**src/rtl/prng_pkg.sv**
```systemverilog
package prng_pkg;

    localparam int WORD_W    = 32;
    localparam int NUM_WORDS = 5;
    localparam int ADDR_W    = 9;

    localparam logic [ADDR_W-1:0] OFF_CTRL = 9'h000;
    localparam logic [ADDR_W-1:0] OFF_STAT = 9'h010;
    localparam logic [ADDR_W-1:0] OFF_SEED = 9'h140;
    localparam logic [ADDR_W-1:0] OFF_OUT  = 9'h160;

    // control bit positions
    localparam int CTRL_SEL = 3;
    localparam int CTRL_GO  = 4;

    // status bit positions
    localparam int ST_ERR    = 7;
    localparam int ST_DONE   = 5;
    localparam int ST_MSG    = 4;
    localparam int ST_PART   = 3;
    localparam int ST_BUSY   = 2;
    localparam int ST_SEEDED = 1;
    localparam int ST_BUF    = 0;

    typedef enum logic [0:0] {
        ENG_IDLE = 1'b0,
        ENG_RUN  = 1'b1
    } eng_state_e;

    function automatic logic [WORD_W-1:0] xs_step(input logic [WORD_W-1:0] x);
        logic [WORD_W-1:0] t;
        t = x ^ (x << 13);
        t = t ^ (t >> 17);
        t = t ^ (t << 5);
        return t;
    endfunction

endpackage

```
**src/rtl/prng_seed_track.sv**
```systemverilog
module prng_seed_track
    import prng_pkg::*;
#(
    parameter int W = WORD_W,
    parameter int N = NUM_WORDS,
    localparam int IDX_W = $clog2(N)
) (
    input  logic             clk,
    input  logic             rst_n,
    input  logic             we_i,
    input  logic [IDX_W-1:0] idx_i,
    input  logic [W-1:0]     wdata_i,
    output logic             load_o,
    output logic [W-1:0]     load_val_o,
    output logic             all_seeded_o
);

    logic [N-1:0]        mask_q;
    logic [N-1:0]        mask_d;
    logic [N-1:0][W-1:0] seed_q;
    logic [W-1:0]        fold;

    always_comb begin
        mask_d = mask_q;
        if (we_i) mask_d = mask_q | (N'(1) << idx_i);
    end

    // fold uses the word being written in place of its stored copy
    always_comb begin
        fold = '0;
        for (int n = 0; n < N; n++) begin
            if (we_i && idx_i == IDX_W'(n)) fold = fold ^ wdata_i;
            else                            fold = fold ^ seed_q[n];
        end
    end

    assign load_o       = we_i && (&mask_d);
    assign load_val_o   = (fold == '0) ? W'(1) : fold;
    assign all_seeded_o = &mask_q;

    generate
        for (genvar g = 0; g < N; g++) begin : g_seed
            always_ff @(posedge clk or negedge rst_n) begin
                if (!rst_n)                              seed_q[g] <= '0;
                else if (we_i && idx_i == IDX_W'(g))     seed_q[g] <= wdata_i;
            end
        end
    endgenerate

    always_ff @(posedge clk or negedge rst_n) begin
        if (!rst_n) mask_q <= '0;
        else        mask_q <= mask_d;
    end

endmodule

```
**src/rtl/prng_engine.sv**
```systemverilog
module prng_engine
    import prng_pkg::*;
#(
    parameter int W = WORD_W,
    parameter int N = NUM_WORDS,
    localparam int IDX_W = $clog2(N)
) (
    input  logic                clk,
    input  logic                rst_n,
    input  logic                start_i,
    input  logic                load_i,
    input  logic [W-1:0]        load_val_i,
    output logic                busy_o,
    output logic                done_o,
    output logic [N-1:0][W-1:0] words_o
);

    eng_state_e          st_q, st_d;
    logic [IDX_W-1:0]    cnt_q;
    logic [W-1:0]        state_q;
    logic [W-1:0]        step;
    logic                last;

    assign step = xs_step(state_q);
    assign last = (cnt_q == IDX_W'(N-1));

    // state register
    always_ff @(posedge clk or negedge rst_n) begin
        if (!rst_n) st_q <= ENG_IDLE;
        else        st_q <= st_d;
    end

    always_comb begin
        st_d = st_q;
        unique case (st_q)
            ENG_IDLE: if (start_i) st_d = ENG_RUN;
            ENG_RUN:  if (last)    st_d = ENG_IDLE;
            default:               st_d = ENG_IDLE;
        endcase
    end

    // outputs
    always_comb begin
        busy_o = (st_q == ENG_RUN);
        done_o = (st_q == ENG_RUN) && last;
    end

    always_ff @(posedge clk or negedge rst_n) begin
        if (!rst_n) begin
            cnt_q   <= '0;
            state_q <= '0;
            words_o <= '0;
        end else begin
            if (st_q == ENG_RUN) begin
                words_o[cnt_q] <= step;
                cnt_q          <= last ? '0 : cnt_q + 1'b1;
            end
            if (load_i)               state_q <= load_val_i;
            else if (st_q == ENG_RUN) state_q <= step;
        end
    end

endmodule

```
**src/rtl/prng_regblock.sv**
```systemverilog
module prng_regblock
    import prng_pkg::*;
#(
    parameter int ADDR_BITS = ADDR_W,
    parameter int W         = WORD_W,
    parameter int N         = NUM_WORDS,
    localparam int IDX_W    = $clog2(N),
    localparam int SPAN     = 4 * N
) (
    input  logic                 clk,
    input  logic                 rst_n,
    input  logic                 bus_valid,
    input  logic                 bus_write,
    input  logic [ADDR_BITS-1:0] bus_addr,
    input  logic [W-1:0]         bus_wdata,
    output logic                 bus_ready,
    output logic [W-1:0]         bus_rdata
);

    logic                 wr, rd;
    logic                 hit_ctrl, hit_stat, hit_seed, hit_out;
    logic [ADDR_BITS-1:0] seed_off, out_off;
    logic [IDX_W-1:0]     seed_idx, out_idx;

    logic [W-1:0]         ctrl_q;
    logic [2:0]           flags_q;
    logic [W-1:0]         status_w;
    logic [W-1:0]         rd_mux;

    logic                 seeded, load, busy, gen_done, start;
    logic [W-1:0]         load_val;
    logic [N-1:0][W-1:0]  words;

    assign wr = bus_valid && bus_write;
    assign rd = bus_valid && !bus_write;

    assign seed_off = bus_addr - ADDR_BITS'(OFF_SEED);
    assign out_off  = bus_addr - ADDR_BITS'(OFF_OUT);
    assign seed_idx = seed_off[IDX_W+1:2];
    assign out_idx  = out_off[IDX_W+1:2];

    assign hit_ctrl = (bus_addr == ADDR_BITS'(OFF_CTRL));
    assign hit_stat = (bus_addr == ADDR_BITS'(OFF_STAT));
    assign hit_seed = (seed_off < ADDR_BITS'(SPAN)) && (seed_off[1:0] == 2'b00);
    assign hit_out  = (out_off  < ADDR_BITS'(SPAN)) && (out_off[1:0]  == 2'b00);

    assign start = wr && hit_ctrl && bus_wdata[CTRL_GO] && bus_wdata[CTRL_SEL]
                   && seeded && !busy;

    prng_seed_track #(.W(W), .N(N)) u_seeds (
        .clk          (clk),
        .rst_n        (rst_n),
        .we_i         (wr && hit_seed),
        .idx_i        (seed_idx),
        .wdata_i      (bus_wdata),
        .load_o       (load),
        .load_val_o   (load_val),
        .all_seeded_o (seeded)
    );

    prng_engine #(.W(W), .N(N)) u_engine (
        .clk        (clk),
        .rst_n      (rst_n),
        .start_i    (start),
        .load_i     (load),
        .load_val_i (load_val),
        .busy_o     (busy),
        .done_o     (gen_done),
        .words_o    (words)
    );

    always_comb begin
        status_w             = '0;
        status_w[ST_BUF]     = 1'b1;
        status_w[ST_SEEDED]  = seeded;
        status_w[ST_BUSY]    = busy;
        status_w[ST_DONE:ST_PART] = flags_q;
        status_w[ST_ERR]     = 1'b0;
    end

    always_comb begin
        rd_mux = '0;
        if (hit_ctrl)      rd_mux = ctrl_q;
        else if (hit_stat) rd_mux = status_w;
        else if (hit_out) begin
            for (int n = 0; n < N; n++)
                if (out_idx == IDX_W'(n)) rd_mux = words[n];
        end
    end

    always_ff @(posedge clk or negedge rst_n) begin
        if (!rst_n) begin
            ctrl_q    <= '0;
            flags_q   <= '0;
            bus_ready <= 1'b0;
            bus_rdata <= '0;
        end else begin
            bus_ready <= bus_valid;
            if (rd) bus_rdata <= rd_mux;
            if (wr && hit_ctrl) begin
                ctrl_q          <= bus_wdata;
                ctrl_q[CTRL_GO] <= 1'b0;
            end
            if (wr && hit_stat) flags_q <= bus_wdata[ST_DONE:ST_PART];
            if (gen_done)       flags_q[2] <= 1'b1;
        end
    end

endmodule

```
**config.mk**
```make
export PLATFORM = sky130hd
export DESIGN_NAME = prng_regblock
export DESIGN_NICKNAME = d
export VERILOG_FILES = /design/src/rtl/prng_pkg.sv /design/src/rtl/prng_seed_track.sv /design/src/rtl/prng_engine.sv /design/src/rtl/prng_regblock.sv
export SDC_FILE = /design/constraint.sdc
export NUM_CORES = 1
export LEC_CHECK = 0
export CELL_PAD_IN_SITES_DETAIL_PLACEMENT = 1
export CELL_PAD_IN_SITES_GLOBAL_PLACEMENT = 2
export CORE_MARGIN = 4
export CORE_UTILIZATION = 45
export DETAILED_ROUTE_END_ITERATION = 10
export DONT_BUFFER_PORTS = 1
export PLACE_DENSITY_LB_ADDON = 0.1
export SYNTH_ARGS = -nofsm -noshare
export SYNTH_HDL_FRONTEND = slang
export SYNTH_SLANG_ARGS = --single-unit
```
**constraint.sdc**
```tcl
create_clock -name clk -period 7 [get_ports clk]
set_input_delay 0 -clock clk [delete_from_list [all_inputs] [get_ports clk]]
set_output_delay 0 -clock clk [all_outputs]
set_load 0.01 [all_outputs]
```
### Yosys cells after proc, flatten, opt, wreduce, memory -nomap -nowiden

Index checks and enable logic that the tools add are counted.

| word-level totals | value |
|---|---|
| logic and storage cells | 107 |
| bits of input ports | 45 |
| output and inout bits | 33 |
| bits in registers | 428 |

| operators by class | value |
|---|---|
| multiplexer cells | 26 |
| eq/ne operators | 10 |
| reduce and logical (&&, ||, !) cells | 31 |
| shift-type cells | 1 |
| magnitude comparators | 4 |
| bitwise logic cells | 13 |
| add/subtract/negate cells | 3 |

Operator list:

| cell | number |
|---|---|
| $mux W32 | 17 |
| $xor A32 B32 Y32 | 10 |
| $bwmux W160 | 1 |
| $demux W32 S3 | 1 |
| $logic_not A32 Y1 | 1 |
| $xor A32 B15 Y32 | 1 |
| $logic_and A1 B1 Y1 | 19 |
| $lt A9 B5 Y1 const B | 2 |
| $sub A9 B9 Y9 const B | 2 |
| $eq A3 B2 Y1 const B | 4 |
| $reduce_and A5 Y1 | 2 |
| $eq A3 B3 Y1 const B | 3 |
| $eq A9 B5 Y1 const B | 1 |
| $logic_not A9 Y1 | 1 |
| $eq A3 B1 Y1 const B | 2 |
| $logic_not A3 Y1 | 2 |
| $mux W3 | 2 |
| $mux W5 | 1 |
| $or A5 B5 Y5 | 1 |
| $shl A1 B3 Y5 const A | 1 |
| $logic_not A2 Y1 | 2 |
| $lt A3 B4 Y1 const B | 1 |
| $reduce_bool A2 Y1 | 2 |
| $add A3 B1 Y3 const B | 1 |
| other kinds (5) | 8 |

### Longest topological paths before layout

Gate-level depths: netlist of run 1.

| depth | value |
|---|---|
| depth after elaboration | 17 |
| gate-level depth with buffers | 15 |
| mapped depth without buffers | 11 |

### Modules after synthesis

From an unflattened synthesis of run 1, not the netlist that was laid out.

| second synthesis, totals | value |
|---|---|
| cell total of the unflattened synthesis | 1600 |
| area total of the unflattened synthesis | 19762.7 sq um |

Modules (own cells, without submodules):

| module | cells an instance | times used | area each (sq um) | seq. area each (sq um) |
|---|---|---|---|---|
| prng_engine | 741 | 1 | 7823.8 | 4904.7 |
| prng_seed_track | 466 | 1 | 7631.1 | 4129.0 |
| prng_regblock | 393 | 1 | 4307.9 | 1676.6 |

### Least setup slack after synthesis of run 1

Ideal clock, no wire load.

| timing | value |
|---|---|
| kind | input to register |
| start | input port bus_addr[7] |
| end | register u_engine.state_q[0] |
| required time | 6924 ps |
| arrival | 3050 ps |
| cell stages on the path | 15 |
| slack | 3874 ps |
| library setup time | 76 ps |
| buffers on the path | 4 |
| cells stage by stage | inv_1 > ha_1 > nand4b_1 > nor4_4 > and3_1 > buf_4 > buf_8 > buf_12 > buf_4 > mux2i_1 > xnor2_1 > nor4b_2 > nand4_1 > or4_1 > o21ai_1 |

| on the way | value |
|---|---|
| longest elaborated chain between the ends | 17 |
| elaborated cells between the ends (all ways) | 29 |
| classes of those cells | add/sub (1); order compare (1); mux (8); bitwise (8); reduce/logical (11) |

Ends and longest elaborated chain:

| element | line | text |
|---|---|---|
| start, declared | prng_regblock.sv:14 | `input logic [ADDR_BITS-1:0] bus_addr,` |
| $sub A9 B9 Y9 (*) | prng_regblock.sv:37 | `assign seed_off = bus_addr - ADDR_BITS'(OFF_SEED);` |
| $lt A9 B5 Y1 (*) | prng_regblock.sv:44 | `assign hit_seed = (seed_off < ADDR_BITS'(SPAN)) && (seed_off[1:0] == 2'b00);` |
| $logic_and A1 B1 Y1 (*) | prng_regblock.sv:44 |  |
| $logic_and A1 B1 Y1 (*) | prng_regblock.sv:53 | `.we_i (wr && hit_seed),` |
| $logic_and A1 B1 Y1 | prng_seed_track.sv:32 | `if (we_i && idx_i == IDX_W'(n)) fold = fold ^ wdata_i;` |
| $mux W32 | - |  |
| $xor A32 B32 Y32 (on tied branches) | prng_seed_track.sv:33, prng_seed_track.sv:32 |  |
| $mux W32 | prng_seed_track.sv:32 |  |
| $xor A32 B32 Y32 (on tied branches) | prng_seed_track.sv:33, prng_seed_track.sv:32 |  |
| $mux W32 | prng_seed_track.sv:32 |  |
| $xor A32 B32 Y32 (on tied branches) | prng_seed_track.sv:33, prng_seed_track.sv:32 |  |
| $mux W32 | prng_seed_track.sv:32 |  |
| $xor A32 B32 Y32 (on tied branches) | prng_seed_track.sv:33, prng_seed_track.sv:32 |  |
| $mux W32 | prng_seed_track.sv:32 |  |
| $logic_not A32 Y1 | prng_seed_track.sv:38 | `assign load_val_o = (fold == '0) ? W'(1) : fold;` |
| $mux W32 | prng_seed_track.sv:38 |  |
| $mux W32 | prng_engine.sv:58 | `if (load_i) state_q <= load_val_i;` |
| end signal, assigned | prng_engine.sv:58 |  |
| end signal, assigned | prng_engine.sv:59 | `else if (st_q == ENG_RUN) state_q <= step;` |
| end, declared | prng_engine.sv:20 | `logic [W-1:0] state_q;` |

Every way passes the cells marked *; elsewhere a longest branch is shown, timed or not.
A chain may end at the register's enable or synchronous reset.

### Worst setup path after layout of run 1

| timing | value |
|---|---|
| start | input port bus_addr[0] |
| end | register u_engine.state_q[0] |

| on the way | value |
|---|---|
| longest elaborated chain between the ends | 17 |
| elaborated cells between the ends (all ways) | 37 |
| classes of those cells | add/sub (1); order compare (1); eq/ne (4); shift (1); mux (8); bitwise (9); reduce/logical (13) |

Ends and longest elaborated chain:

| element | line |
|---|---|
| $sub A9 B9 Y9 (*) | prng_regblock.sv:37 |
| $lt A9 B5 Y1 / $logic_not A2 Y1 (equally long branches) | prng_regblock.sv:44 |
| $logic_and A1 B1 Y1 | prng_regblock.sv:44 |
| $logic_and A1 B1 Y1 | prng_regblock.sv:53 |
| $logic_and A1 B1 Y1 | prng_seed_track.sv:32 |
| $mux W32 | - |
| $xor A32 B32 Y32 (on tied branches) | prng_seed_track.sv:33, prng_seed_track.sv:32 |
| $mux W32 | prng_seed_track.sv:32 |
| $xor A32 B32 Y32 (on tied branches) | prng_seed_track.sv:33, prng_seed_track.sv:32 |
| $mux W32 | prng_seed_track.sv:32 |
| $xor A32 B32 Y32 (on tied branches) | prng_seed_track.sv:33, prng_seed_track.sv:32 |
| $mux W32 | prng_seed_track.sv:32 |
| $xor A32 B32 Y32 (on tied branches) | prng_seed_track.sv:33, prng_seed_track.sv:32 |
| $mux W32 | prng_seed_track.sv:32 |
| $logic_not A32 Y1 | prng_seed_track.sv:38 |
| $mux W32 | prng_seed_track.sv:38 |
| $mux W32 | prng_engine.sv:58 |

Marks and branches as above.

==> results of run 1 <==
layout by cell type (no fill, tap or decap), drive strengths merged, types with 11 or more instances in the layout:
cell type,netlist,final
nand2,512,512
o211ai,11,11
a22oi,29,29
nor2,88,88
o22ai,31,31
nor2b,35,35
clkbuf,128,74
dlygate4sd3,0,48
buf,23,22
inv,12,15
xnor2,135,135
mux2,83,83
a21oi,109,109
o21ai,212,212
xor2,117,117
mux4,32,32
xnor3,11,11
dfrtp,428,428
mux2i,32,32
nand3,14,14
critical path: cells and delay by family:
kind | cells | cell delay [ns]
AND/OR/NAND/NOR | 6 | 2.74
buffers and inverters | 1 | 0.57
multiplexers | 1 | 0.44
XOR/XNOR | 1 | 0.30
AO/OA/AOI/OAI | 1 | 0.15
routing by layer:
metal / part of all wire / global-route usage / up-vias
met5: 0.00020 / 0 / -
li1: - / - / 7016
met1: 0.45 / 0.356 / 7797
met2: 0.47 / 0.423 / 284
met3: 0.047 / 0.0489 / 95
met4: 0.026 / 0.0747 / 2
metrics by stage:
| stage | hold WS (ns) | power (mW) |
|---|---|---|
| floorplan | -0.296 | 2.80 |
| finish | -0.862 | 5.40 |
| detailed placement | -0.273 | 2.83 |
| global route | -0.906 | 5.61 |
| global placement | -0.273 | 2.82 |
| CTS | -0.896 | 5.46 |
worst paths after layout:
check / startpoint / to / slack, ns / cells past startpoint
worst max-delay path: bus_addr[0] / u_engine.state_q[0]$_DFFE_PN0P_ / 3.27 / 10
worst min-delay path: rst_n / u_engine.words_o[153]$_DFFE_PN0P_ / -0.86 / 0
worst max register to register: u_seeds.seed_q[91]$_DFFE_PN0P_ / u_engine.state_q[0]$_DFFE_PN0P_ / 4.26 / 9
worst min register to register: u_engine.words_o[73]$_DFFE_PN0P_ / u_engine.words_o[73]$_DFFE_PN0P_ / 0.47 / 2
max in group asynchronous: rst_n / u_seeds.seed_q[69]$_DFFE_PN0P_ / 6.83 / 0
min in group clk: bus_addr[4] / bus_rdata[12]$_DFFE_PN0P_ / 0.04 / 5
area by class of cell:
class	instances	area, um2	area share
sequential	428	10700	0.456
clock inverter	15	153	0.00650
inverter	12	45.0	0.00192
clock buffer	74	1440	0.0614
timing repair buffer	70	658	0.0280
tap	600	751	0.0320
antenna	1	2.50	0.000107
multi-input combinational	1516	9720	0.414
flip-flops by register name, indices dropped and copies added (netlist names):
register          count
flags_q               3
u_seeds.seed_q      160
u_engine.state_q     32
u_engine.cnt_q        3
u_seeds.mask_q        5
bus_ready             1
bus_rdata            32
u_engine.busy_o       1
ctrl_q               31
u_engine.words_o    160
where the power goes:
group          internal [mW]  switching, mW  leakage [nW]
logic                  0.129          0.149          4.71
registers               2.52         0.0433          5.41
clock network           1.50           1.06         0.781
cell families (layout without fill, tap and decap cells):
group	after synthesis	count (layout)	synth area share
simple gates	690	690	0.137
flops	428	428	0.509
compound gates	411	411	0.107
xor+xnor	263	263	0.117
buf+inv	163	171	0.0313
mux	147	147	0.0948
fa+ha+maj	5	5	0.00297
other cells	0	1	0
==> results_dict.tcl, run 1 <==
set metrics [dict create \
    worst_path_largest_cell_delay_ns 0.90 \
    detail_route.wl_per_cell_um 23.8 \
    yosys_register_bits 428 \
    clkLatencyLatePin_ns 0.59 \
    critical_path_peak_fanout 33 \
    hold_violation_count_in_the_final_report 428 \
    cts_clock_pin_slew_for_the_worst_setup_and_hold_paths_ns 0.06 \
    synth_async_sr_flop_share 1.00 \
    cts_htree_levels 2 \
    finish.instance_area_um2 23500 \
    setup_repair_after_global_routing_missed_its_margin "false" \
    detailed_route_via_count 15200 \
    timing.critical_path.to_type "flop" \
    cp.required_ns 7.50 \
    final_max_slew_viol_count 0 \
    grt_start_max_net_pins 429 \
    timing.setup.critical_path_class "in -> reg" \
    post-cts-setup-buffers 0 \
    synth_most_common_cell "nand2_1" \
    initial_utilization 0.459 \
    root_buffer "clkbuf_16" \
    design.final.nets 2128 \
    postLayoutSetupSlackWorst_ns 3.27 \
    drt-initial-drc-count 984 \
    vias_in_the_first_global_route 16300 \
    failed_checks "hold timing" \
    post_cts_resize_count 0 \
    placedInstanceArea_um2 21400 \
    ys_top_cells_by_area "dfrtp_1 51%, nand2_1 9.1%, xnor2_1 5.6%" \
    drt-total-wl_um 64500 \
    p_per_area_nw_per_um2 230 \
    post-route-drc-count 0 \
    seq_area_frac_synth 0.509 \
    yosys.area.top_type_share 0.509 \
    timing.slew.headroom 0.132 \
    power.leakage_nw 10.9 \
    timing_limited_maximum_frequency_ghz 0.268 \
    die_y_um 224 \
    cts_buffer_depth 3 \
    vias_per_cell 5.59 \
    number_of_input_and_output_port_buffers_inserted 0 \
    timing.hold.worst.class "in -> async" \
    placement_rows 78 \
    run_status "complete, but fails checks" \
    instances_no_fill 2716 \
    drt_pass1_iterations 5 \
    synth_top_area_cell "dfrtp_1" \
    ys_dominant_reg_cell "dfrtp_1" \
    syn_to_final_growth_pct 11.7 \
    whs_ns -0.862 \
    worst_setup_path_start_kind "input port" \
    io_pins 78 \
    layout_worst_path_cycle_share 0.533 \
    final_layout_size_suffix_gt1_frac 0.112 \
    grt_antenna_before_repair 2 \
    post_synth.cell_area_avg_um2 9.98 \
    detailed_place_hpwl_um 38900 \
    synth.net_count 2157 \
    syn_area_um2 21000 \
    timing.critical_path.arrival_ns 4.24 \
    post-route-util 0.513 \
    maxCapViolCount 0 \
    die_footprint_um2 50300 \
    finalWeightedCongestion 0.821 \
    timing.final.setup_violations 0 \
    placeableCoreArea_um2 45800 \
    die_width_um 224 \
    tritoncts_num_sinks 428 \
    tritoncts_buffers 50 \
    cp_slowest_cell "and3_2" \
    synth.top_cells.by_count "511 x nand2_1, 428 x dfrtp_1, 211 x o21ai_0, 134 x xnor2_1, 128 x clkbuf_1" \
    cts_tree "done" \
    worst_slew_pin_slew_ns 1.30 \
    final.fill_count 4984 \
    final_period_minus_worst_setup_slack_ns 3.73 \
    synth-edff-count 0 \
    synth_cell_types 57 \
    wire_length_of_the_first_global_routing_pass_um 101000 \
    dpl.cell_count 2577 \
    ir_worst_vdd_uv 183 \
    yosysWarningCount 0 \
    ant_nets 0 \
    global_routing_usage_summed_across_all_routing_layers 0.259 \
    cp_cell_sequence "dlygate4sd3_1 -> or3b_4 -> nor4_4 -> and3_2 -> mux2_2 -> xnor3_1 -> nor4bb_1 -> nand4_1 -> or4_1 -> o21ai_1" \
    detailedPlace.worstSlack_ns 2.95 \
    tns_ns 0 \
    globalRouteOverflowTotal 0 \
    netlist_instances 2107 \
    finClkSkew_ns 0.0287 \
    postCtsHoldBufs 49 \
]
Note: power is estimated with default switching activity, not from simulation.
==> run 2, diff against run 1 <==
CORE_UTILIZATION = 42   (was 45)
clock period = 3.8 ns   (was 7 ns; I/O delays follow)
==> run 2 against run 1 <==
Compared with the run above: via count grew 1.3%; largest cell class unchanged; final area grew 1.5%; critical path depth grew 1; largest power group unchanged; sequential share of layout area shrank 0.66 points; combinational power grew 93%; the flow finishes with violations (hold timing, slew limit); total power grew 83%; flip-flop and latch count is the same.
==> results_dict.tcl, run 2 (synthesis results as in run 1) <==
set metrics [dict create \
    placement_rows 81 \
    cts_htree_levels 2 \
    path_delay_family "simple AND/OR/NAND/NOR gates" \
    die_width_um 232 \
    final_period_minus_worst_setup_slack_ns 3.36 \
    post_cts_resize_count 0 \
    worst_slew_pin_slew_ns 1.88 \
    detail_route.wl_per_cell_um 24.2 \
    biggestRegsByFlops "u_engine.words_o: 160 flops, u_seeds.seed_q: 160 flops" \
    drt_pass1_iterations 5 \
    global_routing_usage_summed_across_all_routing_layers 0.257 \
    final_max_slew_viol_count 159 \
    whs_ns -0.883 \
    p_per_area_nw_per_um2 415 \
    number_of_input_and_output_port_buffers_inserted 0 \
    grt_busiest_layer "met2" \
    postCtsHoldBufs 56 \
    power.leakage_nw 11.1 \
    timing.setup.critical_path_class "in -> reg" \
    detailed_route_via_count 15400 \
    clkLatencyLatePin_ns 0.59 \
    worst_path_largest_cell_delay_ns 0.54 \
    ir_worst_vdd_uv 349 \
    placeableCoreArea_um2 49300 \
    hold_violation_count_in_the_final_report 428 \
    final.fill_count 5408 \
    timing.critical_path.arrival_ns 3.88 \
    wire_length_of_the_first_global_routing_pass_um 105000 \
    die_y_um 232 \
    die_footprint_um2 53700 \
    tritoncts_buffers 50 \
    final_layout_size_suffix_gt1_frac 0.121 \
    layout_worst_path_cycle_share 0.885 \
    timing.critical_path.to_type "flop" \
    vias_per_cell 5.47 \
    run_status "complete, but fails checks" \
    setup_repair_after_global_routing_missed_its_margin "false" \
    grt_antenna_before_repair 3 \
    timing.final.setup_violations 0 \
    design.final.nets 2164 \
    cts_buffer_depth 3 \
    post-route-util 0.484 \
    cp_cell_sequence "dlygate4sd3_1 -> or3b_4 -> nor4_4 -> and3_2 -> buf_4 -> mux2_2 -> xnor3_1 -> nor4b_2 -> nand4_1 -> or4_1 -> o21ai_1" \
    initial_utilization 0.427 \
    syn_to_final_growth_pct 13.3 \
    global_route.usage.met1 0.357 \
    worst_setup_path_start_kind "input port" \
    tritoncts_num_sinks 428 \
    failed_checks "hold timing, slew limit" \
    drt-initial-drc-count 1025 \
    cp.required_ns 4.32 \
    cts_clock_pin_slew_for_the_worst_setup_and_hold_paths_ns 0.06 \
    mostFrequentLayoutCell "nand2_1" \
    ant_nets 0 \
    timing_limited_maximum_frequency_ghz 0.297 \
    timing.hold.worst.class "in -> async" \
    finClkSkew_ns 0.0171 \
    met2_usage 0.417 \
    met3_usage 0.0461 \
    vias_in_the_first_global_route 16700 \
    maxCapViolCount 0 \
    globalRouteOverflowTotal 0 \
    grt_start_max_net_pins 429 \
    detailed_place_hpwl_um 41900 \
    crit_buf_inv 2 \
    post-cts-setup-buffers 0 \
    io_pins 78 \
    cp_slowest_cell "dlygate4sd3_1" \
    final_cell_mix "510 x nand2_1, 428 x dfrtp_1, 211 x o21ai_0, 134 x xnor2_1, 117 x xor2_1" \
    critical_path_peak_fanout 17 \
    finalWeightedCongestion 0.815 \
    cts_tree "done" \
    post-route-drc-count 0 \
    root_buffer "clkbuf_16" \
    timing.slew.headroom -0.252 \
    drt-total-wl_um 68000 \
    tns_ns 0 \
]
run 2: changes by cell type in the layout (fill, tap and decap cells not counted), sizes merged:
| cell | change |
|---|---|
| buf | +29 |
| clkbuf | +7 |
| dlygate4sd3 | +7 |
| clkinv | -3 |
| bufinv | -2 |
| clkinvlp | -2 |
| inv | -2 |
| diode | +1 |
run 2: power by group:
part	switching, mW	total (mW)	internal (mW)
logic	0.287	0.537	0.250
registers	0.0817	4.72	4.64
clock network	1.95	4.64	2.69
run 2: cell type report:
class | instances | area (um2) | area share
Sequential cell | 428 | 10700 | 0.449
Tap cell | 664 | 831 | 0.0349
Clock buffer | 81 | 1510 | 0.0633
Multi-Input combinational cell | 1516 | 9720 | 0.408
Clock inverter | 6 | 33.8 | 0.00142
Inverter | 12 | 45.0 | 0.00189
Timing Repair Buffer | 106 | 971 | 0.0407
Antenna cell | 2 | 5.00 | 0.000210
run 2: final timing paths:
path | from | to | slack (ns) | cells after the start
worst max register to register | u_seeds.seed_q[69]$_DFFE_PN0P_ | u_engine.state_q[0]$_DFFE_PN0P_ | 1.05 | 9
worst min register to register | u_engine.words_o[69]$_DFFE_PN0P_ | u_engine.words_o[69]$_DFFE_PN0P_ | 0.47 | 2
worst max-delay path | bus_addr[1] | u_engine.state_q[0]$_DFFE_PN0P_ | 0.44 | 11
worst min-delay path | rst_n | u_engine.words_o[157]$_DFFE_PN0P_ | -0.88 | 0
max in group asynchronous | rst_n | u_seeds.seed_q[153]$_DFFE_PN0P_ | 3.19 | 0
min in group clk | bus_addr[1] | u_seeds.seed_q[72]$_DFFE_PN0P_ | 0.03 | 6
run 2: worst register-to-register path: cells and delay by family (launching register included):
kind,cells,cell delay (ns)
xor+xnor,3,0.52
compound gates,3,0.55
simple gates,3,1.20
flops,1,0.41
run 2: through the flow:
stage          area (um2)  cells  hold WS (ns)  total power [mW]  worst slack [ns]
2_1_floorplan       21000   2107        -0.296              5.16             0.674
3_3_place_gp        21700   2670        -0.269              5.22             0.180
3_5_place_dp        21700   2670        -0.268              5.23            0.0388
4_1_cts             23800   2813        -0.915              10.0             0.476
5_1_grt             23800   2813        -0.912              10.3             0.322
6_report            23800   2815        -0.883              9.89             0.435
run 2: per-layer routing:
layer / share of wire / vias to the layer above
met3: 0.044 / 95
li1: - / 7091
met5: 0.00013 / -
met4: 0.025 / 2
met1: 0.46 / 7944
met2: 0.47 / 260
